<file path="config.mk">
export PLATFORM = sky130hd
export DESIGN_NAME = legacy_sysctl
export DESIGN_NICKNAME = d
export VERILOG_FILES = /design/src/rtl/legacy_sysctl_pkg.sv /design/src/rtl/lsc_decode.sv /design/src/rtl/lsc_key_match.sv /design/src/rtl/lsc_panic_reg.sv /design/src/rtl/legacy_sysctl.sv
export SDC_FILE = /design/constraint.sdc
export NUM_CORES = 1
export LEC_CHECK = 0
export BUFFER_PORTS_ARGS = -buffer_cell sky130_fd_sc_hd__buf_2
export CAP_MARGIN = 40
export CORE_ASPECT_RATIO = 1.5
export CORE_UTILIZATION = 30
export DETAILED_ROUTE_END_ITERATION = 12
export PLACE_DENSITY = 0.65
export SETUP_SLACK_MARGIN = 0.05
export SYNTH_ARGS = -nofsm -noshare
export SYNTH_HDL_FRONTEND = slang
export SYNTH_HIERARCHICAL = 1
export SYNTH_SLANG_ARGS = --single-unit
</file>
<file path="constraint.sdc">
create_clock -name clk -period 2.5 [get_ports clk]
set_input_delay 0.5 -clock clk [delete_from_list [all_inputs] [get_ports clk]]
set_output_delay 0.5 -clock clk [all_outputs]
set_load 0.02 [all_outputs]
</file>
<file path="src/rtl/legacy_sysctl_pkg.sv">
package legacy_sysctl_pkg;

  localparam logic [15:0] PORT_A20      = 16'h0092;
  localparam logic [15:0] PORT_FERR_ACK = 16'h00F0;
  localparam logic [15:0] PORT_POST     = 16'h0080;
  localparam logic [15:0] PORT_KEY      = 16'h8900;
  localparam logic [15:0] PORT_FWPAN_A  = 16'h0400;
  localparam logic [15:0] PORT_FWPAN_B  = 16'h0401;
  localparam logic [15:0] PORT_FWDBG_A  = 16'h0402;
  localparam logic [15:0] PORT_FWDBG_B  = 16'h0403;
  localparam logic [15:0] PORT_VDDBG_A  = 16'h0500;
  localparam logic [15:0] PORT_VDPAN_A  = 16'h0501;
  localparam logic [15:0] PORT_VDPAN_B  = 16'h0502;
  localparam logic [15:0] PORT_VDDBG_B  = 16'h0503;

  localparam int KEY_LEN = 8;
  localparam int KEY_IW  = $clog2(KEY_LEN);
  localparam int NGRP    = 2;

  typedef struct packed {
    logic            a20;
    logic            ferr_ack;
    logic            post;
    logic            key;
    logic [NGRP-1:0] panic;
    logic [NGRP-1:0] dbg;
  } hits_t;

  function automatic logic [7:0] key_char(input logic [KEY_IW-1:0] idx);
    logic [7:0] c;
    case (idx)
      3'd0:    c = 8'h53;
      3'd1:    c = 8'h68;
      3'd2:    c = 8'h75;
      3'd3:    c = 8'h74;
      3'd4:    c = 8'h64;
      3'd5:    c = 8'h6F;
      3'd6:    c = 8'h77;
      default: c = 8'h6E;
    endcase
    return c;
  endfunction

endpackage

</file>
<file path="src/rtl/lsc_decode.sv">
module lsc_decode
  import legacy_sysctl_pkg::*;
#(
  parameter int AW = 16
) (
  input  logic          wr,
  input  logic [AW-1:0] addr,
  output hits_t         hits,
  output logic          rd_a20
);

  function automatic logic at(input logic [AW-1:0] a, input logic [15:0] p);
    return a == AW'(p);
  endfunction

  always_comb begin
    hits          = '0;
    hits.a20      = wr && at(addr, PORT_A20);
    hits.ferr_ack = wr && at(addr, PORT_FERR_ACK);
    hits.post     = wr && at(addr, PORT_POST);
    hits.key      = wr && at(addr, PORT_KEY);
    hits.panic[0] = wr && (at(addr, PORT_FWPAN_A) || at(addr, PORT_FWPAN_B));
    hits.panic[1] = wr && (at(addr, PORT_VDPAN_A) || at(addr, PORT_VDPAN_B));
    hits.dbg[0]   = wr && (at(addr, PORT_FWDBG_A) || at(addr, PORT_FWDBG_B));
    hits.dbg[1]   = wr && (at(addr, PORT_VDDBG_A) || at(addr, PORT_VDDBG_B));
    rd_a20        = at(addr, PORT_A20);
  end

endmodule

</file>
<file path="src/rtl/lsc_key_match.sv">
module lsc_key_match
  import legacy_sysctl_pkg::*;
(
  input  logic       clk,
  input  logic       rst_n,
  input  logic       step,
  input  logic [7:0] byte_in,
  output logic       evt_match,
  output logic       evt_done,
  output logic       fire
);

  logic [KEY_IW-1:0] idx_q;

  always_comb begin
    evt_match = step && (byte_in == key_char(idx_q));
    evt_done  = evt_match && (idx_q == KEY_IW'(KEY_LEN - 1));
  end

  always_ff @(posedge clk) begin
    if (!rst_n) begin
      idx_q <= '0;
      fire  <= 1'b0;
    end else begin
      fire <= evt_done;
      if (step) begin
        if (evt_match && !evt_done) idx_q <= idx_q + 1'b1;
        else                        idx_q <= '0;
      end
    end
  end

endmodule

</file>
<file path="src/rtl/lsc_panic_reg.sv">
module lsc_panic_reg #(
  parameter int DW = 16
) (
  input  logic          clk,
  input  logic          rst_n,
  input  logic          hit,
  input  logic [DW-1:0] data,
  output logic          flag,
  output logic [DW-1:0] code
);

  always_ff @(posedge clk) begin
    if (!rst_n) begin
      flag <= 1'b0;
      code <= '0;
    end else if (hit) begin
      flag <= 1'b1;
      code <= data;
    end
  end

endmodule

</file>
<file path="src/rtl/legacy_sysctl.sv">
module legacy_sysctl
  import legacy_sysctl_pkg::*;
#(
  parameter int AW = 16,
  parameter int DW = 16,
  parameter int CW = 8
) (
  input  logic          clk,
  input  logic          rst_n,
  input  logic [AW-1:0] io_addr,
  input  logic [DW-1:0] io_wdata,
  input  logic          io_wr,
  output logic [DW-1:0] io_rdata,
  input  logic          fpu_err,
  output logic          a20_en,
  output logic          ferr_irq,
  output logic          shutdown_req,
  output logic          dbg_valid,
  output logic [CW-1:0] dbg_char,
  output logic          dbg_src,
  output logic          fw_panic,
  output logic [DW-1:0] fw_panic_code,
  output logic          vid_panic,
  output logic [DW-1:0] vid_panic_code
);

  localparam int A20_BIT = 1;

  hits_t         hits;
  logic          rd_a20;
  logic          evt_key_match;
  logic          evt_key_done;
  logic          evt_ferr_ack;
  logic          evt_dbg;
  logic [NGRP-1:0] pan_flag;
  logic [DW-1:0] pan_code [NGRP];

  lsc_decode #(.AW(AW)) u_dec (
    .wr     (io_wr),
    .addr   (io_addr),
    .hits   (hits),
    .rd_a20 (rd_a20)
  );

  lsc_key_match u_key (
    .clk       (clk),
    .rst_n     (rst_n),
    .step      (hits.key),
    .byte_in   (io_wdata[7:0]),
    .evt_match (evt_key_match),
    .evt_done  (evt_key_done),
    .fire      (shutdown_req)
  );

  for (genvar g = 0; g < NGRP; g++) begin : g_pan
    lsc_panic_reg #(.DW(DW)) u_pan (
      .clk   (clk),
      .rst_n (rst_n),
      .hit   (hits.panic[g]),
      .data  (io_wdata),
      .flag  (pan_flag[g]),
      .code  (pan_code[g])
    );
  end

  assign fw_panic       = pan_flag[0];
  assign fw_panic_code  = pan_code[0];
  assign vid_panic      = pan_flag[1];
  assign vid_panic_code = pan_code[1];

  assign evt_ferr_ack = hits.ferr_ack;
  assign evt_dbg      = |hits.dbg;

  always_ff @(posedge clk) begin
    if (!rst_n) begin
      a20_en    <= 1'b1;
      ferr_irq  <= 1'b0;
      dbg_valid <= 1'b0;
      dbg_char  <= '0;
      dbg_src   <= 1'b0;
    end else begin
      if (hits.a20) a20_en <= io_wdata[A20_BIT];
      if (fpu_err)           ferr_irq <= 1'b1;
      else if (evt_ferr_ack) ferr_irq <= 1'b0;
      dbg_valid <= evt_dbg;
      if (evt_dbg) begin
        dbg_char <= io_wdata[CW-1:0];
        dbg_src  <= hits.dbg[1];
      end
    end
  end

  always_comb begin
    io_rdata = '1;
    if (rd_a20) begin
      io_rdata          = '0;
      io_rdata[A20_BIT] = a20_en;
    end
  end

endmodule

</file>
=== After elaboration in Yosys (flattened, before gate mapping) ===
Index checks and enable logic that the tools add are counted.

* Add/subtract/negate cells: 1
* Eq/ne operators: 19
* Reductions and logical operators: 18
* Shift-type cells: 0
* Magnitude comparators: 0
* Multiply operators: 0
* Divide/modulo/power cells: 0
* Bitwise operators: 0
* Multiplexer cells: 5

{| class="wikitable"
|+ Operators with widths
! cell !! count
|-
| $eq 16x11->1 const B || 8
|-
| $pmux 6 s7 || 1
|-
| $eq 16x8->1 const B || 2
|-
| $eq 16x16->1 const B || 1
|-
| $mux 16 || 1
|-
| $eq 3x3->1 const B || 4
|-
| $logic_and 1x1->1 || 10
|-
| $eq 8x7->1 || 1
|-
| $eq 3x2->1 const B || 2
|-
| $logic_or 1x1->1 || 4
|-
| $add 3x1->3 const B || 1
|-
| $eq 3x1->1 const B || 1
|-
| $logic_not 3->1 || 1
|-
| $mux 3 || 1
|-
| $mux 1 || 2
|-
| $reduce_bool 2->1 || 1
|-
| $reduce_or 2->1 || 1
|-
| $logic_not 1->1 || 1
|}

* Input bits: 36
* Memory bits (writable): 0
* Memory bits (read-only): 0
* Bits in registers: 50
* Word-level logic and storage cells: 54
* Memories kept: 0
* Bits in latches: 0
* Output and inout port bits: 63

=== Depth between registers and ports, before layout ===
* Depth in word-level cells: 8
* Depth in mapped cells: 7

=== Hierarchy ===
Netlist, hierarchy kept.

{| class="wikitable"
|+ Modules (own cells, without submodules)
! module !! instances !! cells each !! sequential area each (um^2) !! area each (um^2)
|-
| lsc_panic_reg || 2 || 53 || 340.3 || 643.1
|-
| legacy_sysctl || 1 || 65 || 240.2 || 609.3
|-
| lsc_key_match || 1 || 55 || 80.1 || 449.2
|-
| lsc_decode || 1 || 27 || 0.0 || 182.7
|}

=== Least setup slack after synthesis ===
No wires, ideal clock.

* Path kind: input -> output
* Start: input port io_addr[9]
* End: output port io_rdata[10]
* Setup slack: 0.004 ns
* Path buffers: 1
* Arrival: 1.996 ns
* Stages: 5
* Cells stage by stage: nor4_1 -> nand3b_1 -> nor4_1 -> inv_1 -> buf_4

* Word-level cells in the longest chain between the ends: 2

{| class="wikitable"
|+ Ends and longest elaborated chain
! what !! line !! RTL
|-
| from (decl) || legacy_sysctl.sv:10 || <nowiki>input logic [AW-1:0] io_addr,</nowiki>
|-
| $eq 16x8->1 || lsc_decode.sv:13 || <nowiki>return a == AW'(p);</nowiki>
|-
| named net rd_a20 || legacy_sysctl.sv:30 || <nowiki>logic rd_a20;</nowiki>
|-
| $mux 16 || legacy_sysctl.sv:95 || <nowiki>if (rd_a20) begin</nowiki>
|-
| to (decl) || legacy_sysctl.sv:13 || <nowiki>output logic [DW-1:0] io_rdata,</nowiki>
|}

The timed path passes the listed nets, and every way through them passes these cells.

=== Final worst setup path ===
* Start: register u_key.idx_q[1]
* End: register u_key.idx_q[0]

* Word-level cells in the longest chain between the ends: 8
* Elaborated cells between the ends (all ways): 15
* Classes of those cells: eq/ne: 8; mux: 2; reduce/logical: 5

{| class="wikitable"
|+ Ends and longest elaborated chain
! what !! line !! RTL
|-
| from (decl) || lsc_key_match.sv:13 || <nowiki>logic [KEY_IW-1:0] idx_q;</nowiki>
|-
| from (signal assigned) || lsc_key_match.sv:27 || <nowiki>if (evt_match && !evt_done) idx_q <= idx_q + 1'b1;</nowiki>
|-
| $eq 3x3->1, or another cell as far along || legacy_sysctl_pkg.sv:31 || <nowiki>case (idx)</nowiki>
|-
| $pmux 6 s7 || legacy_sysctl_pkg.sv:31 ||
|-
| $eq 8x7->1 || lsc_key_match.sv:16 || <nowiki>evt_match = step && (byte_in == key_char(idx_q));</nowiki>
|-
| $logic_and 1x1->1 || lsc_key_match.sv:16 ||
|-
| $logic_and 1x1->1 || lsc_key_match.sv:17 || <nowiki>evt_done = evt_match && (idx_q == KEY_IW'(KEY_LEN - 1));</nowiki>
|-
| $logic_not 1->1 || lsc_key_match.sv:27 ||
|-
| $logic_and 1x1->1 * || lsc_key_match.sv:27 ||
|-
| $mux 3 * || lsc_key_match.sv:27 ||
|}

Mark *: on every way between the ends. The rest lies on a longest branch, timed or not.
A chain may end at the register's enable or synchronous reset.

==> key figures <==
Power
  • Pwr/cell area: between 500 and 600 nW/um^2
  • Static Leak: approximately 0.0013 uW
  • Peak supply drop: between 0.3 and 0.4 mV
  • Power Total: approximately 1600 uW

Critical path
  • Worst Setup SP: u_key/idx_q[1]
  • CP required: 2.70 ns
  • CP max FO: 7
  • Reg2reg path depth: 7
  • Worst path max stage delay: 0.40 ns
  • Kind of critical path: register to register
  • Reg-to-reg setup timing slack: about 0.22 ns
  • R2R Path End: u_key/idx_q[0]
  • Crit-path cells: inv_1 -> ha_2 -> mux2_4 -> or3_1 -> a2111oi_4 -> nand4_2 -> o31ai_1
  • Slowest CP cell: a2111oi_4
  • Startpoint types: register
  • Reg-to-Reg Start: u_key/idx_q[1]
  • Worst EP arrival: 2.48 ns
  • CP endpoint kind: register

Cells and area
  • Commonest non-fill, non-tap cell in the layout: buf_2
  • Finished Layout Cells: between 400 and 500
  • Ant diodes: 0
  • Layout cells sized above 1: 0.413
  • Most frequent cells in the layout: 98 x buf_2, 49 x dfxtp_1, 35 x nor2b_1
  • Layout fillers: between 800 and 900
  • Final nets: about 380
  • Area Overhead vs Synth: 29.3%

Global routing
  • Initial antenna violation count: 0
  • First-pass GRT wire length: between 9000 and 10,000 um
  • Number of global-route vias before repair: ~2,100
  • GRT Total Usage: 0.139
  • Pin count of the biggest net entering global routing: 33
  • Congestion Overflow GR: 0

STA
  • Final Hold Violating Endpoints: 0
  • Max Clock Freq: 0.439 GHz
  • Final setup viols: 0
  • Final Max Tran Viols: 0
  • Worst slew margin: 0.641
  • Tightest Pin Transition: 0.538 ns
  • RSZ-0062 raised after global routing: no
  • Setup tns final: 0 ns
  • Clk_skew: 0.000367 ns
  • Min cycle time layout: around 2.3 ns
  • Setup ws final: around 0.22 ns
  • Hold_ws: roughly 0.42 ns
  • Post-route clock period utilization: 0.912

Clock tree
  • CTS Root Cell: clkbuf_16
  • Post-CTS setup buffer count: 0
  • Clock Sinks: 50
  • CTS max path bufs: 2
  • Worst-path clk slew: 0.07 ns
  • Hold Buf Count CTS: 0
  • H-Tree Level Count: 2
  • Clk_lat worst skew: 0.28 ns
  • CTS tree: done
  • Num CTS Buffers: 5

Place
  • Port Buf Inserts: between 90 and 100
  • Dpl ws: about 0.0064 ns
  • GPL Wtd Cong: ~0.83
  • HPWL after DPL: roughly 4400 um
  • Placed cells: ~440

Floorplan
  • Boundary pin count: between 90 and 100
  • CORE AREA: ~8100 sq um
  • Die height: between 100 and 150 um
  • Die area: just under 9000 sq um
  • Die Wd: 76.7 um
  • Initial Util: 0.312
  • Row Count: 40

Route
  • Initial DRC Count: approximately 110
  • Vias per inst: roughly 4.7
  • WL final: about 6000 um
  • Post-route ant nets: 0
  • Total number of vias: approximately 2,100
  • Detailed Routing Iterations Pass 1: 4
  • Per-cell routed wire length: 13.5 um
  • DR DRC count: 0

Worst hold path
  • Hold depth: 2
  • Hold EP: ferr_irq
  • Hold wc startpoint: fpu_err
  • Hold WC Path Type: input port to register

Job
  • Max-cap violations: 0

Synthesis
  • Synthesis Warnings: 6
  • Mapped Area: around 2500 sq um
  • Synth Instances: roughly 250
  • Avg Cell Area, Syn: slightly above 10 sq um
  • Synthesized Nets: a little under 300

Status
  • Outcome: complete, no violations
## worst max-delay path, delay by kind of cell, from the launching register on
kind / cells / cell delay, ns
compound gates: 2 / 0.65
fa+ha+maj: 1 / 0.22
buf+inv: 1 / 0.10
flops: 1 / 0.39
mux: 1 / 0.28
simple gates: 2 / 0.55
## layout make-up
| cell class | count | area (sq um) | area share |
|---|---|---|---|
| inverter | 8 | 30.0 | 0.00925 |
| clock buffer | 8 | 166 | 0.0513 |
| timing repair buffer | 109 | 598 | 0.184 |
| multi-input combinational | 166 | 1320 | 0.406 |
| tap | 105 | 131 | 0.0405 |
| sequential | 50 | 1000 | 0.309 |
## timing repair
action	CTS	global route
setup endpoints to repair	15	19
endpoints found under the hold margin	0	0
pin swaps	0	1
gates resized for setup	1	6
## report_power, final
part / total (uW) / internal, uW / switching, uW
registers: 798 / 797 / 0.341
logic: 96.0 / 43.7 / 52.3
clock network: 741 / 453 / 287
total: 1630 / 1290 / 340
## per-stage QoR
step | util | instance area, sq um
3_5_place_dp | 0.377 | 3040
5_1_grt | 0.403 | 3250
6_report | 0.403 | 3250
3_3_place_gp | 0.377 | 3040
4_1_cts | 0.398 | 3210
2_1_floorplan | - | 2510
## metal layers
metal,global-route usage,share of wire,up-vias
li1,-,-,1040
met4,0.0462,0.0098,0
met2,0.258,0.52,82
met5,0,0,-
met3,0.0311,0.072,5
met1,0.154,0.40,983
## worst max path at each step
stage,end,slack (ns),cells past startpoint
after CTS,io_rdata[7],0.14,6
after global placement,u_key/idx_q[2],0.09,9
after global routing,u_key/idx_q[0],0.07,7
after floorplan,io_rdata[10],0.09,5
after detailed placement,u_key/idx_q[2],0.006,9
final,u_key/idx_q[0],0.22,7
## sequential cells by signal (all words and copies together), names as in the netlist
register / flops
a20_en: 1
dbg_char: 8
dbg_src: 1
dbg_valid: 1
ferr_irq: 1
g_pan.u_pan/code: 32
g_pan.u_pan/flag: 2
u_key/fire: 1
u_key/idx_q: 3
No activity file was read; power rests on OpenSTA's default activity.
